==> src/rtl/wa_pkg.sv <==
package wa_pkg;
  parameter int unsigned ADDR_W = 15;
  parameter int unsigned BYTE_W = 8;
  parameter int unsigned OFS_W  = 6;
endpackage

==> src/rtl/wa_offset_cnt.sv <==
module wa_offset_cnt #(
  parameter int unsigned W = 6
) (
  input  logic         clk_i,
  input  logic         rst_ni,
  input  logic         ld_i,
  input  logic [W-1:0] ld_val_i,
  input  logic         inc_i,
  output logic [W-1:0] cnt_o,
  output logic         wrap_o
);
  localparam logic [W-1:0] ONE = {{(W-1){1'b0}}, 1'b1};
  logic [W-1:0] cnt_q;

  always_ff @(posedge clk_i or negedge rst_ni) begin
    if (!rst_ni)    cnt_q <= '0;
    else if (ld_i)  cnt_q <= ld_val_i;
    else if (inc_i) cnt_q <= cnt_q + ONE;
  end

  assign cnt_o  = cnt_q;
  assign wrap_o = inc_i & (&cnt_q);
endmodule

==> src/rtl/wa_page_cnt.sv <==
module wa_page_cnt #(
  parameter int unsigned LO_W = 2,
  parameter int unsigned HI_W = 7
) (
  input  logic                 clk_i,
  input  logic                 rst_ni,
  input  logic                 ld_lo_i,
  input  logic [LO_W-1:0]      lo_val_i,
  input  logic                 ld_hi_i,
  input  logic [HI_W-1:0]      hi_val_i,
  input  logic                 step_i,
  output logic [LO_W+HI_W-1:0] cnt_o
);
  localparam int unsigned W = LO_W + HI_W;
  localparam logic [W-1:0] ONE = {{(W-1){1'b0}}, 1'b1};
  logic [W-1:0] cnt_q;

  always_ff @(posedge clk_i or negedge rst_ni) begin
    if (!rst_ni) begin
      cnt_q <= '0;
    end else if (ld_lo_i || ld_hi_i) begin
      if (ld_lo_i) cnt_q[LO_W-1:0] <= lo_val_i;
      if (ld_hi_i) cnt_q[W-1:LO_W] <= hi_val_i;
    end else if (step_i) begin
      cnt_q <= cnt_q + ONE;
    end
  end

  assign cnt_o = cnt_q;
endmodule

==> src/rtl/wa_addr_counter.sv <==
module wa_addr_counter
  import wa_pkg::*;
#(
  parameter int unsigned AW = ADDR_W,
  parameter int unsigned BW = BYTE_W,
  parameter int unsigned OW = OFS_W
) (
  input  logic          clk_i,
  input  logic          rst_ni,
  input  logic          load_hi_i,
  input  logic          load_lo_i,
  input  logic [BW-1:0] data_i,
  input  logic          inc_i,
  input  logic          wr_mode_i,
  output logic [AW-1:0] addr_o
);
  localparam int unsigned HI_W = AW - BW;   // bits taken from first byte
  localparam int unsigned PLO_W = BW - OW;  // page bits taken from second byte
  localparam int unsigned PG_W = AW - OW;

  logic          any_ld;
  logic          inc_eff;
  logic          ofs_wrap;
  logic [OW-1:0] ofs;
  logic [PG_W-1:0] page;

  assign any_ld  = load_hi_i | load_lo_i;
  assign inc_eff = inc_i & ~any_ld;

  wa_offset_cnt #(.W(OW)) u_ofs (
    .clk_i    (clk_i),
    .rst_ni   (rst_ni),
    .ld_i     (load_lo_i),
    .ld_val_i (data_i[OW-1:0]),
    .inc_i    (inc_eff),
    .cnt_o    (ofs),
    .wrap_o   (ofs_wrap)
  );

  // page carries only in read mode; write mode stays inside the page
  wa_page_cnt #(.LO_W(PLO_W), .HI_W(HI_W)) u_page (
    .clk_i    (clk_i),
    .rst_ni   (rst_ni),
    .ld_lo_i  (load_lo_i),
    .lo_val_i (data_i[BW-1:OW]),
    .ld_hi_i  (load_hi_i),
    .hi_val_i (data_i[HI_W-1:0]),
    .step_i   (ofs_wrap & ~wr_mode_i),
    .cnt_o    (page)
  );

  assign addr_o = {page, ofs};

  AST_LOAD_HI: assert property (@(posedge clk_i) disable iff (!rst_ni)
    load_hi_i |=> addr_o[AW-1:BW] == $past(data_i[HI_W-1:0]));
  AST_LOAD_LO: assert property (@(posedge clk_i) disable iff (!rst_ni)
    load_lo_i |=> addr_o[BW-1:0] == $past(data_i));
  AST_LOAD_KEEP_LO: assert property (@(posedge clk_i) disable iff (!rst_ni)
    (load_hi_i && !load_lo_i) |=> addr_o[BW-1:0] == $past(addr_o[BW-1:0]));
  AST_WR_PAGE_HOLD: assert property (@(posedge clk_i) disable iff (!rst_ni)
    (inc_i && wr_mode_i && !any_ld) |=> addr_o[AW-1:OW] == $past(addr_o[AW-1:OW]));
  AST_WR_OFS_STEP: assert property (@(posedge clk_i) disable iff (!rst_ni)
    (inc_i && wr_mode_i && !any_ld) |=> addr_o[OW-1:0] == OW'($past(addr_o[OW-1:0]) + 1'b1));
  AST_RD_STEP: assert property (@(posedge clk_i) disable iff (!rst_ni)
    (inc_i && !wr_mode_i && !any_ld) |=> addr_o == AW'($past(addr_o) + 1'b1));
  AST_RD_TOP_WRAP: assert property (@(posedge clk_i) disable iff (!rst_ni)
    (inc_i && !wr_mode_i && !any_ld && (&addr_o)) |=> addr_o == '0);
  AST_IDLE_HOLD: assert property (@(posedge clk_i) disable iff (!rst_ni)
    (!inc_i && !any_ld) |=> $stable(addr_o));
endmodule

==> config.mk <==
export PLATFORM = sky130hd
export DESIGN_NAME = wa_addr_counter
export DESIGN_NICKNAME = d
export VERILOG_FILES = /design/src/rtl/wa_pkg.sv /design/src/rtl/wa_offset_cnt.sv /design/src/rtl/wa_page_cnt.sv /design/src/rtl/wa_addr_counter.sv
export SDC_FILE = /design/constraint.sdc
export NUM_CORES = 1
export LEC_CHECK = 0
export ABC_CLOCK_PERIOD_IN_PS = 3800
export BUFFER_PORTS_ARGS = -buffer_cell sky130_fd_sc_hd__buf_2
export CAP_MARGIN = 10
export CORE_MARGIN = 5
export CORE_UTILIZATION = 53
export CTS_BUF_LIST = sky130_fd_sc_hd__clkbuf_4
export DETAILED_ROUTE_END_ITERATION = 8
export PLACE_DENSITY = 0.85
export SLEW_MARGIN = 40
export SYNTH_ARGS = -nofsm -noshare
export SYNTH_HDL_FRONTEND = slang
export SYNTH_SLANG_ARGS = --single-unit
==> constraint.sdc <==
create_clock -name clk_i -period 3.8 [get_ports clk_i]
set_input_delay 0.38 -clock clk_i [delete_from_list [all_inputs] [get_ports clk_i]]
set_output_delay 0.38 -clock clk_i [all_outputs]
set_load 0.03 [all_outputs]
Word-level counts from Yosys, hierarchy flattened

Cells that the tools add are included.

Reduce and logical (&&, ||, !) cells: 6
Multiplexer cells: 6
Add/sub/neg operators: 2
Bitwise operators: 6
Equality and inequality tests: 2

Operator list:

| kind                  | count |
|---|---|
| $mux W9               | 2 |
| $mux W6               | 2 |
| $add A9 B1 Y9 const B | 1 |
| $mux W7               | 1 |
| $add A6 B1 Y6 const B | 1 |
| $reduce_and A6 Y1     | 1 |
| $ne A2 B2 Y1 const B  | 2 |
| $reduce_and A2 Y1     | 2 |
| $reduce_bool A2 Y1    | 2 |
| $and A1 B1 Y1         | 3 |
| $mux W2               | 1 |
| $not A1 Y1            | 2 |
| $logic_or A1 B1 Y1    | 1 |
| $or A1 B1 Y1          | 1 |

Register bits after elaboration: 15

Longest topological paths before layout

Gate-level depths: netlist of the first run.

Depth in word-level cells: 7
Mapped depth: 6
Gate-level depth less buffers: 5

Modules after synthesis

A second synthesis of the first run with hierarchy kept.

Cell total of the unflattened synthesis: 97
Area total of the unflattened synthesis: 897.1 um2

By module, submodules not included:

| module          | cells each | area each (um2) | instances |
|---|---|---|---|
| wa_page_cnt     | 59         | 541.8           | 1 |
| wa_offset_cnt   | 36         | 336.6           | 1 |
| wa_addr_counter | 2          | 18.8            | 1 |

Worst setup path before layout of the first run

Ideal clock, no wire load.

Kind: register to register
Start: reg u_ofs.cnt_q[0] (netlist: u_ofs.cnt_o[0])
End: reg u_page.cnt_q[6] (netlist: u_page.cnt_o[6])
Path slack: 2.049 ns
Cell stages (with the launch flop): 6
Setup time: 0.128 ns
Arrival time: 1.623 ns
Required time: 3.672 ns
Buffers on the path: 0
Period minus slack after synthesis: 1.751 ns
Cell sequence: dfrtp_1 > ha_1 > nand3_1 > or3_4 > nor4_1 > nor3_1

Word-level cells in the longest chain between the ends: 5

RTL lines:

| element                        | line                  | text |
|---|---|---|
| start: declaration             | wa_offset_cnt.sv:13   | `logic [W-1:0] cnt_q;` |
| start signal: assignment       | wa_offset_cnt.sv:17   | `else if (ld_i) cnt_q <= ld_val_i;` |
| start signal: assignment       | wa_offset_cnt.sv:18   | `else if (inc_i) cnt_q <= cnt_q + ONE;` |
| $reduce_and A6 Y1              | wa_offset_cnt.sv:22   | `assign wrap_o = inc_i & (&cnt_q);` |
| $and A1 B1 Y1                  | wa_offset_cnt.sv:22   |  |
| $and A1 B1 Y1                  | wa_addr_counter.sv:48 | `.step_i (ofs_wrap & ~wr_mode_i),` |
| $reduce_bool A2 Y1 (no line)   | --                    |  |
| $reduce_and A2 Y1 (no line)    | --                    |  |
| end signal: indexed assignment | wa_page_cnt.sv:22     | `if (ld_lo_i) cnt_q[LO_W-1:0] <= lo_val_i;` |
| end signal: indexed assignment | wa_page_cnt.sv:23     | `if (ld_hi_i) cnt_q[W-1:LO_W] <= hi_val_i;` |
| end signal: assignment         | wa_page_cnt.sv:25     | `cnt_q <= cnt_q + ONE;` |
| end: declaration               | wa_page_cnt.sv:16     | `logic [W-1:0] cnt_q;` |

Every way passes these cells.
A chain may end at the register's enable or synchronous reset.

Final worst setup path of the first run

Ends and elaborated chain as after synthesis.

==> results of run 1 <==
-- sequential cells by signal, summed over array words and instances, names as in the netlist --
register / count
u_page.cnt_o: 9
u_ofs.cnt_o: 6
-- logic make-up after synthesis --
kind of cell / count (synthesis)
compound gates: 14
xor+xnor: 10
fa+ha+maj: 2
buf+inv: 7
flops: 15
mux: 4
simple gates: 43
-- where the power goes --
part	switching, mW	leakage, nW	internal [mW]
clock network	0.0534	0.0184	0.0480
registers	0.0206	0.178	0.175
logic	0.0687	0.269	0.0380
-- worst max-delay path: cells and delay by family (launching register included) --
kind                     cells  cell delay (ns)
adder cells (fa/ha/maj)      1             0.21
flip-flops                   1             0.40
AND/OR/NAND/NOR              4             0.98
-- worst max-delay path by stage --
stage                                           from                          end  slack (ns)  cells past startpoint
after floorplan           u_ofs.cnt_o[0]$_DFFE_PN0P_  u_page.cnt_o[6]$_DFFE_PN0P_        2.05                      5
after global placement                     load_lo_i  u_page.cnt_o[8]$_DFFE_PN0P_        2.12                      5
after detailed placement                   load_lo_i  u_page.cnt_o[8]$_DFFE_PN0P_        2.09                      5
after CTS                 u_ofs.cnt_o[0]$_DFFE_PN0P_  u_page.cnt_o[6]$_DFFE_PN0P_        2.09                      5
after global routing      u_ofs.cnt_o[0]$_DFFE_PN0P_  u_page.cnt_o[6]$_DFFE_PN0P_        1.98                      5
final                     u_ofs.cnt_o[0]$_DFFE_PN0P_  u_page.cnt_o[6]$_DFFE_PN0P_        2.09                      5
-- per-layer routing --
layer / global-route usage / vias up
met5: 0 / -
met4: 0.0673 / 0
met3: 0.0436 / 5
met2: 0.300 / 23
met1: 0.224 / 382
li1: - / 399
-- area by class of cell --
class                   count  area share
multi-input cells          73       0.456
flip-flops and latches     15       0.350
repair buffers             29       0.140
clock buffers               4      0.0280
well taps                  16      0.0187
inverters                   2     0.00701
-- per-stage QoR --
step | power (mW) | setup slack [ns] | cells | hold slack (ns)
detailed placement | 0.305 | 2.09 | 134 | 0.309
global route | 0.430 | 1.98 | 139 | 0.305
finish | 0.404 | 2.09 | 139 | 0.312
floorplan | 0.268 | 2.05 | 95 | 0.0844
CTS | 0.407 | 2.09 | 139 | 0.314
global placement | 0.302 | 2.12 | 134 | 0.301
-- placed cells by master (no fill, tap or decap), types with 2 or more instances in the layout --
cell type / netlist / routed
sky130_fd_sc_hd__nand3_1: 4 / 4
sky130_fd_sc_hd__xnor2_1: 6 / 6
sky130_fd_sc_hd__nand4_1: 3 / 3
sky130_fd_sc_hd__buf_2: 1 / 28
sky130_fd_sc_hd__mux2_2: 2 / 2
sky130_fd_sc_hd__nor2b_1: 3 / 3
sky130_fd_sc_hd__inv_1: 2 / 2
sky130_fd_sc_hd__clkbuf_4: 0 / 4
sky130_fd_sc_hd__ha_1: 2 / 2
sky130_fd_sc_hd__nand2_1: 13 / 13
sky130_fd_sc_hd__nor2_1: 4 / 4
sky130_fd_sc_hd__nor4_1: 3 / 3
sky130_fd_sc_hd__a311oi_1: 2 / 2
sky130_fd_sc_hd__xor2_1: 4 / 4
sky130_fd_sc_hd__dfrtp_1: 15 / 15
sky130_fd_sc_hd__o21ai_1: 9 / 9
sky130_fd_sc_hd__mux2i_1: 2 / 2
sky130_fd_sc_hd__nor3_1: 6 / 6
-- repair_timing --
item | CTS | global route
hold endpoints to repair | 8 | 0
hold buffers | 1 | 0
setup endpoints to repair | 0 | 0
==> tab_implementation.tex, run 1 <==
\begin{tabular}{lr}
\hline
Metric & Value \\
\hline
\multicolumn{2}{l}{\textbf{Worst setup path}} \\
\quad Endpoint type of the worst setup path & flip-flop \\
\quad Worst Path Class, Setup & flip-flop to flip-flop \\
\quad Worst reg2reg path startpoint & u\_ofs.cnt\_o[0]\$\_DFFE\_PN0P\_ \\
\quad Ordered cell list for the critical path & ha\_1 > nand3\_1 > or3\_4 > nor4\_1 > nor3\_1 \\
\quad WP data required & between 3 and 4 ns \\
\quad R2r endpoint & u\_page.cnt\_o[6]\$\_DFFE\_PN0P\_ \\
\quad Register-to-register path setup slack & approximately 2.1 ns \\
\quad Nature of the critical path startpoint & flip-flop \\
\quad Crit-path max cell delay & $\sim$0.40 ns \\
\quad WP data arrival & between 1.5 and 2 ns \\
\quad Critical Path Fanout Max & 5 \\
\quad Cell depth of the worst flop-to-flop path & 5 \\
\quad Master of the slowest instance on the critical path & sky130\_fd\_sc\_hd\_\_dfrtp\_1 \\
\multicolumn{2}{l}{\textbf{Logic synthesis}} \\
\quad Yosys top cell by area & sky130\_fd\_sc\_hd\_\_dfrtp\_1 \\
\quad Main flop type after synthesis & sky130\_fd\_sc\_hd\_\_dfrtp\_1 \\
\quad Post-Synth Simple-Gate Area & 0.279 \\
\quad Proportion of synthesized area in mux cells & 0.0478 \\
\quad Compound-Gate Fraction of Synth Area & 0.0941 \\
\quad Arithmetic-cell share of the synthesized area counting full adders, half adders and majority gates & 0.0281 \\
\quad Async S/R FF share, synth & 1.00 \\
\quad Most common cell in the synthesized netlist & sky130\_fd\_sc\_hd\_\_dfrtp\_1 \\
\quad Instance count of the mapped netlist & 95 \\
\quad Synth warnings & 0 \\
\quad Top cell types by occurrence after synthesis & sky130\_fd\_sc\_hd\_\_dfrtp\_1 (15), sky130\_fd\_sc\_hd\_\_nand2\_1 (13), sky130\_fd\_sc\_hd\_\_o21ai\_1 (9) \\
\quad Parity-gate share of the synthesized area counting xor and xnor cells & 0.0983 \\
\quad Mean instance size in the synthesized netlist & roughly 9.4 µm² \\
\quad Dominant combinational cell family by area after synthesis & simple AND/OR/NAND/NOR gates \\
\quad Sequential cell area fraction in the yosys report & 0.421 \\
\quad Yosys top cell area share & 0.421 \\
\quad Netlist area before placement & about 890 µm² \\
\quad Post-synth cell types & 29 \\
\quad Largest cells by area after synthesis & sky130\_fd\_sc\_hd\_\_dfrtp\_1 (42\%), sky130\_fd\_sc\_hd\_\_xnor2\_1 (5.9\%), sky130\_fd\_sc\_hd\_\_nand2\_1 (5.5\%) \\
\quad Post-synthesis net count & about 110 \\
\quad Post-synth EDFFs & 0 \\
\quad Number of storage elements in the synthesis netlist & 15 \\
\multicolumn{2}{l}{\textbf{Global route}} \\
\quad GRT Residual Overflow & 0 \\
\quad Wire length of the first global-routing pass & around 3500 µm \\
\quad Via count of the first global-routing pass & just under 800 \\
\quad Maximum number of pins on one net before global-route repair & 21 \\
\quad Overall routing resource usage & 0.180 \\
\quad Initial antenna violation count & 0 \\
\multicolumn{2}{l}{\textbf{Timing}} \\
\quad Max-slew violation count & 0 \\
\quad Setup repair after global routing missed its margin & false \\
\quad Worst Tran Pin Value & around 0.47 ns \\
\quad Aggregate negative setup slack & 0 ns \\
\quad Setup violators final & 0 \\
\quad Final count of hold timing violations & 0 \\
\quad Shortest clock period the worst path allows after layout & approximately 1.7 ns \\
\quad Layout Skew & 0.00698 ns \\
\quad Post-route clock period utilization & 0.451 \\
\quad Maximum frequency from static timing analysis & around 0.6 GHz \\
\quad Relative max-transition margin & 0.687 \\
\multicolumn{2}{l}{\textbf{Floorplan}} \\
\quad Die height & $\sim$51 µm \\
\quad Overall die area & around 2600 µm² \\
\quad Die extent in x & a little over 50 µm \\
\quad Area of the core region & about 1600 µm² \\
\quad Cell Rows & 14 \\
\quad Effective utilization at floorplan & 0.571 \\
\quad I/O pin count & 29 \\
\multicolumn{2}{l}{\textbf{Hold path}} \\
\quad Endpoint, Worst Hold & u\_page.cnt\_o[1]\$\_DFFE\_PN0P\_ \\
\quad Startpoint of the tightest hold check path & data\_i[7] \\
\quad Hold Path Cell Cnt & 3 \\
\quad Type of the worst min-delay path & primary input to flip-flop \\
\multicolumn{2}{l}{\textbf{Routing}} \\
\quad Wire length on met3 & around 120 µm \\
\quad Routed WL & around 2100 µm \\
\quad Number of optimization iterations in the first detailed-route pass & 4 \\
\quad Routed wire length on met2 & roughly 1000 µm \\
\quad Detailed-route via count & around 800 \\
\quad DR top layer & met4 \\
\quad Via density per instance & between 5 and 6 \\
\quad Number of design rule violations left after detail routing & 0 \\
\quad Wire length per cell after detailed routing & 15.1 µm \\
\quad Count of antenna-violating nets left after detailed routing & 0 \\
\quad Met1 Wirelength & $\sim$910 µm \\
\quad First DRT Iteration DRCs & 19 \\
\multicolumn{2}{l}{\textbf{Placed design}} \\
\quad Port Buffers & 28 \\
\quad GPL Wtd Cong & about 0.77 \\
\quad Half-perimeter wire length after detailed placement & 1600 µm \\
\quad Post-Place Cell Area & between 1000 and 1500 µm² \\
\multicolumn{2}{l}{\textbf{Power and ir drop}} \\
\quad IR drop worst, VDD & 248 µV \\
\quad Power density normalized to cell area & 377 nW/µm² \\
\quad Leakage power of the design & approximately 0.47 nW \\
\multicolumn{2}{l}{\textbf{Layout}} \\
\quad Post-layout util & 0.687 \\
\quad Fillers & roughly 120 \\
\quad FF+latch area & between 300 and 400 µm² \\
\quad Area occupied by multi-input gates & 488 µm² \\
\quad Antenna diode instance count & 0 \\
\quad Final Instance Area & roughly 1100 µm² \\
\quad Number of nets at the end of the flow & 140 \\
\quad Proportion of layout cells with a drive suffix above 1 & 0.309 \\
\quad Synthesis-to-finish area growth & 20.2\% \\
\multicolumn{2}{l}{\textbf{Clock network}} \\
\quad Post-CTS setup buffer count & 0 \\
\quad Clock insertion delay at the later pin of the skew report & $\sim$0.29 ns \\
\quad H-tree depth & 1 \\
\quad Post-cts gate resize count & 0 \\
\quad Number of clock sinks & 15 \\
\quad Maximum buffer depth of the clock tree & 2 \\
\quad CTS tree & yes \\
\quad Clock Tree Root & sky130\_fd\_sc\_hd\_\_clkbuf\_4 \\
\quad Number of buffers added by the clock tree synthesis step & 3 \\
\quad Clock slew at reported path FFs & around 0.09 ns \\
\multicolumn{2}{l}{\textbf{Flow run}} \\
\quad Max-Cap Viols & 0 \\
\multicolumn{2}{l}{\textbf{Outcome}} \\
\quad Status & completed \\
\hline
\end{tabular}
Power figures use the tool's default switching activity.
==> inputs of run 2 (changes only) <==
- ABC_CLOCK_PERIOD_IN_PS: 3800 -> 1500
- CORE_UTILIZATION: 53 -> 46
- PLACE_DENSITY: 0.85 -> 0.78
- clock period: 3.8 -> 1.5 ns (I/O delays scaled with it)
==> tab_implementation.tex, run 2 (synthesized netlist as in run 1, its figures left out) <==
\begin{tabular}{lr}
\hline
Metric & Value \\
\hline
\multicolumn{2}{l}{\textbf{Clock network}} \\
\quad Maximum buffer depth of the clock tree & 2 (unchanged) \\
\quad Clock Tree Root & sky130\_fd\_sc\_hd\_\_clkbuf\_4 \\
\quad CTS tree & yes \\
\quad H-tree depth & 1 (unchanged) \\
\quad Clock slew at reported path FFs & 0.09 ns (about the same) \\
\quad Number of buffers added by the clock tree synthesis step & 3 (unchanged) \\
\quad Clock insertion delay at the later pin of the skew report & 0.28 ns (about the same) \\
\quad Number of clock sinks & 15 (unchanged) \\
\multicolumn{2}{l}{\textbf{Layout}} \\
\quad Number of nets at the end of the flow & 147 (+5.0\%) \\
\quad Post-layout util & 0.647 (-0.0403) \\
\quad Largest register FFs & 9 (unchanged) \\
\quad Most frequent cells in the layout & sky130\_fd\_sc\_hd\_\_buf\_2 (28), sky130\_fd\_sc\_hd\_\_nand2\_1 (13), sky130\_fd\_sc\_hd\_\_o21ai\_1 (9) \\
\quad Synthesis-to-finish area growth & 38.1\% \\
\quad Antenna diode instance count & 0 (unchanged) \\
\quad Proportion of layout cells with a drive suffix above 1 & 0.462 (+0.153) \\
\quad Commonest non-fill, non-tap cell in the layout & sky130\_fd\_sc\_hd\_\_buf\_2 \\
\multicolumn{2}{l}{\textbf{Timing}} \\
\quad Post-route clock period utilization & 1.00 (+0.553) \\
\quad Setup repair after global routing missed its margin & true \\
\quad Layout Skew & 0.000866 ns (-0.00611 ns) \\
\quad Maximum frequency from static timing analysis & 0.664 GHz (+14\%) \\
\quad Final count of hold timing violations & 0 (unchanged) \\
\quad Aggregate negative setup slack & -0.00576 ns (-0.00576 ns) \\
\quad Max-slew violation count & 0 (unchanged) \\
\quad Worst Tran Pin Value & 0.355 ns (-0.114 ns) \\
\quad Setup violators final & 1 (+1) \\
\quad Relative max-transition margin & 0.764 (+0.0769) \\
\quad Slack of the critical path & -0.00576 ns (-2.09 ns) \\
\quad Shortest clock period the worst path allows after layout & 1.51 ns (-0.206 ns) \\
\multicolumn{2}{l}{\textbf{Worst setup path}} \\
\quad WP data required & 1.73 ns (-2.24 ns) \\
\quad Critical Path Fanout Max & 5 (unchanged) \\
\quad Master of the slowest instance on the critical path & sky130\_fd\_sc\_hd\_\_or3\_4 \\
\quad Endpoint type of the worst setup path & flip-flop \\
\quad Worst path bufs/invs & 0 (unchanged) \\
\quad Top Family by Delay on Critical Path & simple AND/OR/NAND/NOR gates \\
\quad Worst Path Class, Setup & flip-flop to flip-flop \\
\quad Nature of the critical path startpoint & flip-flop \\
\quad WP data arrival & 1.73 ns (-0.15 ns) \\
\quad Crit-path max cell delay & 0.45 ns (+0.05 ns) \\
\quad Ordered cell list for the critical path & ha\_4 > nand3\_4 > or3\_4 > nor3\_2 > o32a\_1 \\
\multicolumn{2}{l}{\textbf{Placed design}} \\
\quad Port Buffers & 28 (unchanged) \\
\quad GPL Wtd Cong & 0.795 (+3.2\%) \\
\quad Half-perimeter wire length after detailed placement & 1760 µm (+10\%) \\
\multicolumn{2}{l}{\textbf{Global route}} \\
\quad Initial antenna violation count & 0 (unchanged) \\
\quad Maximum number of pins on one net before global-route repair & 16 (-24\%) \\
\quad Wire length of the first global-routing pass & 3490 µm (-1.2\%) \\
\quad Via count of the first global-routing pass & 810 (+2.0\%) \\
\quad GRT Residual Overflow & 0 (unchanged) \\
\quad Overall routing resource usage & 0.170 (-0.00945) \\
\multicolumn{2}{l}{\textbf{Floorplan}} \\
\quad Die height & 54.0 µm (+5.9\%) \\
\quad Overall die area & 2920 µm² (+12\%) \\
\quad I/O pin count & 29 (unchanged) \\
\quad Cell Rows & 16 (+2) \\
\quad Die extent in x & 54.0 µm (+5.9\%) \\
\quad Area of the core region & 1900 µm² (+22\%) \\
\quad Effective utilization at floorplan & 0.468 (-0.103) \\
\multicolumn{2}{l}{\textbf{Routing}} \\
\quad Detailed-route via count & 858 (+6.1\%) \\
\quad Count of antenna-violating nets left after detailed routing & 0 (unchanged) \\
\quad First DRT Iteration DRCs & 10 (-9) \\
\quad Number of design rule violations left after detail routing & 0 (unchanged) \\
\quad Number of optimization iterations in the first detailed-route pass & 4 (unchanged) \\
\quad Routed WL & 2360 µm (+12\%) \\
\quad Via density per instance & 5.46 (-6.1\%) \\
\quad Wire length per cell after detailed routing & 15.0 µm (-0.76\%) \\
\multicolumn{2}{l}{\textbf{Outcome}} \\
\quad Status & finished with violations \\
\quad Failing checks & setup timing \\
\multicolumn{2}{l}{\textbf{Power and ir drop}} \\
\quad Leakage power of the design & 0.505 nW (+8.6\%) \\
\quad Power density normalized to cell area & 874 nW/µm² (+130\%) \\
\quad IR drop worst, VDD & 552 µV (+120\%) \\
\quad Total chip power & 1.08 mW (+170\%) \\
\multicolumn{2}{l}{\textbf{Flow run}} \\
\quad Max-Cap Viols & 0 (unchanged) \\
\multicolumn{2}{l}{\textbf{Hold path}} \\
\quad Type of the worst min-delay path & primary input to flip-flop \\
\hline
\end{tabular}
[run 2: through the flow]
stage	instances	hold WS [ns]	area (µm²)	setup WS (ns)
2_1_floorplan	95	-0.146	961	0.0000375
3_3_place_gp	150	0.0720	1150	0.0825
3_5_place_dp	150	0.0824	1150	0.0566
4_1_cts	155	0.0741	1190	0.0383
5_1_grt	157	0.0843	1230	-0.0695
6_report	157	0.0728	1230	-0.00576
[run 2: power breakdown]
part / leakage (nW) / internal, mW / switching, mW
sequential: 0.170 / 0.448 / 0.0618
combinational: 0.317 / 0.121 / 0.187
clock: 0.0184 / 0.121 / 0.137
[run 2: path summary, 6_finish.rpt]
kind / from / to / cells after the start / slack [ns]
worst max-delay path: u_ofs.cnt_o[1]$_DFFE_PN0P_ / u_page.cnt_o[7]$_DFFE_PN0P_ / 5 / -0.006
worst min-delay path: data_i[7] / u_page.cnt_o[1]$_DFFE_PN0P_ / 3 / 0.07
worst max register to register: u_ofs.cnt_o[1]$_DFFE_PN0P_ / u_page.cnt_o[7]$_DFFE_PN0P_ / 5 / -0.006
worst min register to register: u_page.cnt_o[7]$_DFFE_PN0P_ / u_page.cnt_o[7]$_DFFE_PN0P_ / 1 / 0.62
max in group asynchronous: rst_ni / u_page.cnt_o[1]$_DFFE_PN0P_ / 2 / 0.92
min in group asynchronous: rst_ni / u_page.cnt_o[6]$_DFFE_PN0P_ / 2 / 0.30
[run 2: timing repair]
action,4_1_cts,5_1_grt
resized for setup,0,3
buffers inserted,0,2
setup endpoints to repair,0,4
hold buffers,1,0
hold endpoints to repair,15,0
[run 2: cell type report]
type / count / area [µm²]
well taps: 27 / 33.8
flip-flops and latches: 15 / 384
repair buffers: 36 / 203
inverters: 2 / 7.51
fillers: 165 / 672
multi-input cells: 73 / 572
clock buffers: 4 / 30.0
[run 2: worst min-delay path: cells and delay by family]
kind	cells	cell delay [ns]
buffers and inverters	1	0.07
AO/OA/AOI/OAI	1	0.06
AND/OR/NAND/NOR	1	0.04
[run 2: metal layers]
metal,GRT usage,part of all wire
met1,0.187,0.40
met2,0.319,0.54
met3,0.0166,0.050
met4,0.0871,0.017
met5,0,0
==> inputs of run 3 (changes only) <==
- SKIP_LAST_GASP: not set -> 1
==> tab_implementation.tex, run 3 (synthesized netlist as in run 1, its figures left out) <==
\begin{tabular}{lr}
\hline
Metric & Value \\
\hline
\multicolumn{2}{l}{\textbf{Layout}} \\
\quad Commonest non-fill, non-tap cell in the layout & sky130\_fd\_sc\_hd\_\_buf\_2 \\
\quad Final std cells w/o fill & 157 (unchanged) \\
\quad Number of nets at the end of the flow & 147 (unchanged) \\
\quad Area occupied by multi-input gates & 572 µm² (unchanged) \\
\quad Antenna diode instance count & 0 (unchanged) \\
\quad Largest register FFs & 9 (unchanged) \\
\quad Most frequent cells in the layout & sky130\_fd\_sc\_hd\_\_buf\_2 (28), sky130\_fd\_sc\_hd\_\_nand2\_1 (13), sky130\_fd\_sc\_hd\_\_o21ai\_1 (9) \\
\quad Synthesis-to-finish area growth & 38.1\% (unchanged) \\
\quad FF+latch area & 384 µm² (unchanged) \\
\quad Proportion of layout cells with a drive suffix above 1 & 0.462 (unchanged) \\
\quad Final Instance Area & 1230 µm² (unchanged) \\
\quad Fillers & 165 (unchanged) \\
\multicolumn{2}{l}{\textbf{Global route}} \\
\quad Overall routing resource usage & 0.170 (unchanged) \\
\quad Wire length of the first global-routing pass & 3490 µm (unchanged) \\
\quad Maximum number of pins on one net before global-route repair & 16 (unchanged) \\
\quad GRT Residual Overflow & 0 (unchanged) \\
\quad Initial antenna violation count & 0 (unchanged) \\
\quad Via count of the first global-routing pass & 810 (unchanged) \\
\multicolumn{2}{l}{\textbf{Routing}} \\
\quad Wire length per cell after detailed routing & 15.0 µm (unchanged) \\
\quad Detailed-route via count & 858 (unchanged) \\
\quad Count of antenna-violating nets left after detailed routing & 0 (unchanged) \\
\quad Number of design rule violations left after detail routing & 0 (unchanged) \\
\quad Via density per instance & 5.46 (unchanged) \\
\quad Number of optimization iterations in the first detailed-route pass & 4 (unchanged) \\
\quad Routed WL & 2360 µm (unchanged) \\
\quad First DRT Iteration DRCs & 10 (unchanged) \\
\multicolumn{2}{l}{\textbf{Placed design}} \\
\quad Post-Place Cell Area & 1150 µm² (unchanged) \\
\quad Port Buffers & 28 (unchanged) \\
\quad Dpl ws & 0.0566 ns (unchanged) \\
\quad Half-perimeter wire length after detailed placement & 1760 µm (unchanged) \\
\quad GPL Wtd Cong & 0.795 (unchanged) \\
\quad Number of instances in the placed design & 150 (unchanged) \\
\multicolumn{2}{l}{\textbf{Worst setup path}} \\
\quad Endpoint type of the worst setup path & flip-flop \\
\quad WP data required & 1.73 ns (about the same) \\
\quad WP data arrival & 1.73 ns (about the same) \\
\quad Critical Path Fanout Max & 5 (unchanged) \\
\quad Nature of the critical path startpoint & flip-flop \\
\quad Worst Path Class, Setup & flip-flop to flip-flop \\
\multicolumn{2}{l}{\textbf{Outcome}} \\
\quad Failing checks & setup timing \\
\quad Status & finished with violations \\
\multicolumn{2}{l}{\textbf{Floorplan}} \\
\quad Die height & 54.0 µm (unchanged) \\
\quad Die extent in x & 54.0 µm (unchanged) \\
\quad Effective utilization at floorplan & 0.468 (unchanged) \\
\quad Area of the core region & 1900 µm² (unchanged) \\
\quad Cell Rows & 16 (unchanged) \\
\quad Overall die area & 2920 µm² (unchanged) \\
\quad I/O pin count & 29 (unchanged) \\
\multicolumn{2}{l}{\textbf{Timing}} \\
\quad Slack of the critical path & -0.00576 ns (unchanged) \\
\quad Shortest clock period the worst path allows after layout & 1.51 ns (unchanged) \\
\quad Layout Skew & 0.000866 ns (unchanged) \\
\quad Maximum frequency from static timing analysis & 0.664 GHz (unchanged) \\
\quad Final count of hold timing violations & 0 (unchanged) \\
\quad Relative max-transition margin & 0.764 (unchanged) \\
\quad Worst Tran Pin Value & 0.355 ns (unchanged) \\
\quad Setup violators final & 1 (unchanged) \\
\quad Setup repair after global routing missed its margin & true \\
\quad Post-route clock period utilization & 1.00 (unchanged) \\
\quad Max-slew violation count & 0 (unchanged) \\
\multicolumn{2}{l}{\textbf{Clock network}} \\
\quad Number of buffers added by the clock tree synthesis step & 3 (unchanged) \\
\quad Clock insertion delay at the later pin of the skew report & 0.28 ns (about the same) \\
\quad Number of clock sinks & 15 (unchanged) \\
\quad Clock slew at reported path FFs & 0.09 ns (about the same) \\
\quad CTS tree & yes \\
\quad Maximum buffer depth of the clock tree & 2 (unchanged) \\
\quad Clock Tree Root & sky130\_fd\_sc\_hd\_\_clkbuf\_4 \\
\quad H-tree depth & 1 (unchanged) \\
\multicolumn{2}{l}{\textbf{Flow run}} \\
\quad Max-Cap Viols & 0 (unchanged) \\
\multicolumn{2}{l}{\textbf{Power and ir drop}} \\
\quad IR drop worst, VDD & 552 µV (unchanged) \\
\quad Power density normalized to cell area & 874 nW/µm² (unchanged) \\
\quad Total chip power & 1.08 mW (unchanged) \\
\quad Leakage power of the design & 0.505 nW (unchanged) \\
\multicolumn{2}{l}{\textbf{Hold path}} \\
\quad Type of the worst min-delay path & primary input to flip-flop \\
\hline
\end{tabular}
## run 3: worst paths after layout
kind	cells after the start	start	endpoint	slack (ns)
worst min-delay path	3	data_i[7]	u_page.cnt_o[1]$_DFFE_PN0P_	0.07
worst max-delay path	5	u_ofs.cnt_o[1]$_DFFE_PN0P_	u_page.cnt_o[7]$_DFFE_PN0P_	-0.006
worst max register to register	5	u_ofs.cnt_o[1]$_DFFE_PN0P_	u_page.cnt_o[7]$_DFFE_PN0P_	-0.006
max in group asynchronous	2	rst_ni	u_page.cnt_o[1]$_DFFE_PN0P_	0.92
min in group asynchronous	2	rst_ni	u_page.cnt_o[6]$_DFFE_PN0P_	0.30
worst min register to register	1	u_page.cnt_o[7]$_DFFE_PN0P_	u_page.cnt_o[7]$_DFFE_PN0P_	0.62
## run 3: area by class of cell
cell class | count | share of cell area
Multi-Input combinational cell | 73 | 0.465
Sequential cell | 15 | 0.312
Timing Repair Buffer | 36 | 0.165
Tap cell | 27 | 0.0275
Clock buffer | 4 | 0.0244
Inverter | 2 | 0.00610
## run 3: worst max-delay path: stages (launching register included)
cell                      delay (ns)
sky130_fd_sc_hd__dfrtp_2        0.42
sky130_fd_sc_hd__ha_4           0.16
sky130_fd_sc_hd__nand3_4        0.10
sky130_fd_sc_hd__or3_4          0.45
sky130_fd_sc_hd__nor3_2         0.14
sky130_fd_sc_hd__o32a_1         0.18
## run 3: per-layer routing
layer	vias to the layer above	GRT usage	wire, µm
li1	410	-	-
met1	423	0.187	936
met2	21	0.319	1260
met3	4	0.0166	117
met4	0	0.0871	39
met5	-	0	0
## run 3: power breakdown
| group | switching, mW | internal [mW] |
|---|---|---|
| Combinational | 0.187 | 0.121 |
| Clock | 0.137 | 0.121 |
| Sequential | 0.0618 | 0.448 |
## run 3: through the flow
step	hold WS [ns]	setup TNS [ns]	util
4_1_cts	0.0741	0	0.627
3_5_place_dp	0.0824	0	0.606
5_1_grt	0.0843	-0.127	0.647
6_report	0.0728	-0.00576	0.647
3_3_place_gp	0.0720	0	0.606
2_1_floorplan	-0.146	0	-
## run 3: timing repair
action | CTS | global route
hold buffers | 1 | 0
hold endpoints to repair | 15 | 0
setup endpoints to repair | 0 | 4
gates resized for setup | 0 | 3
buffers inserted | 0 | 2
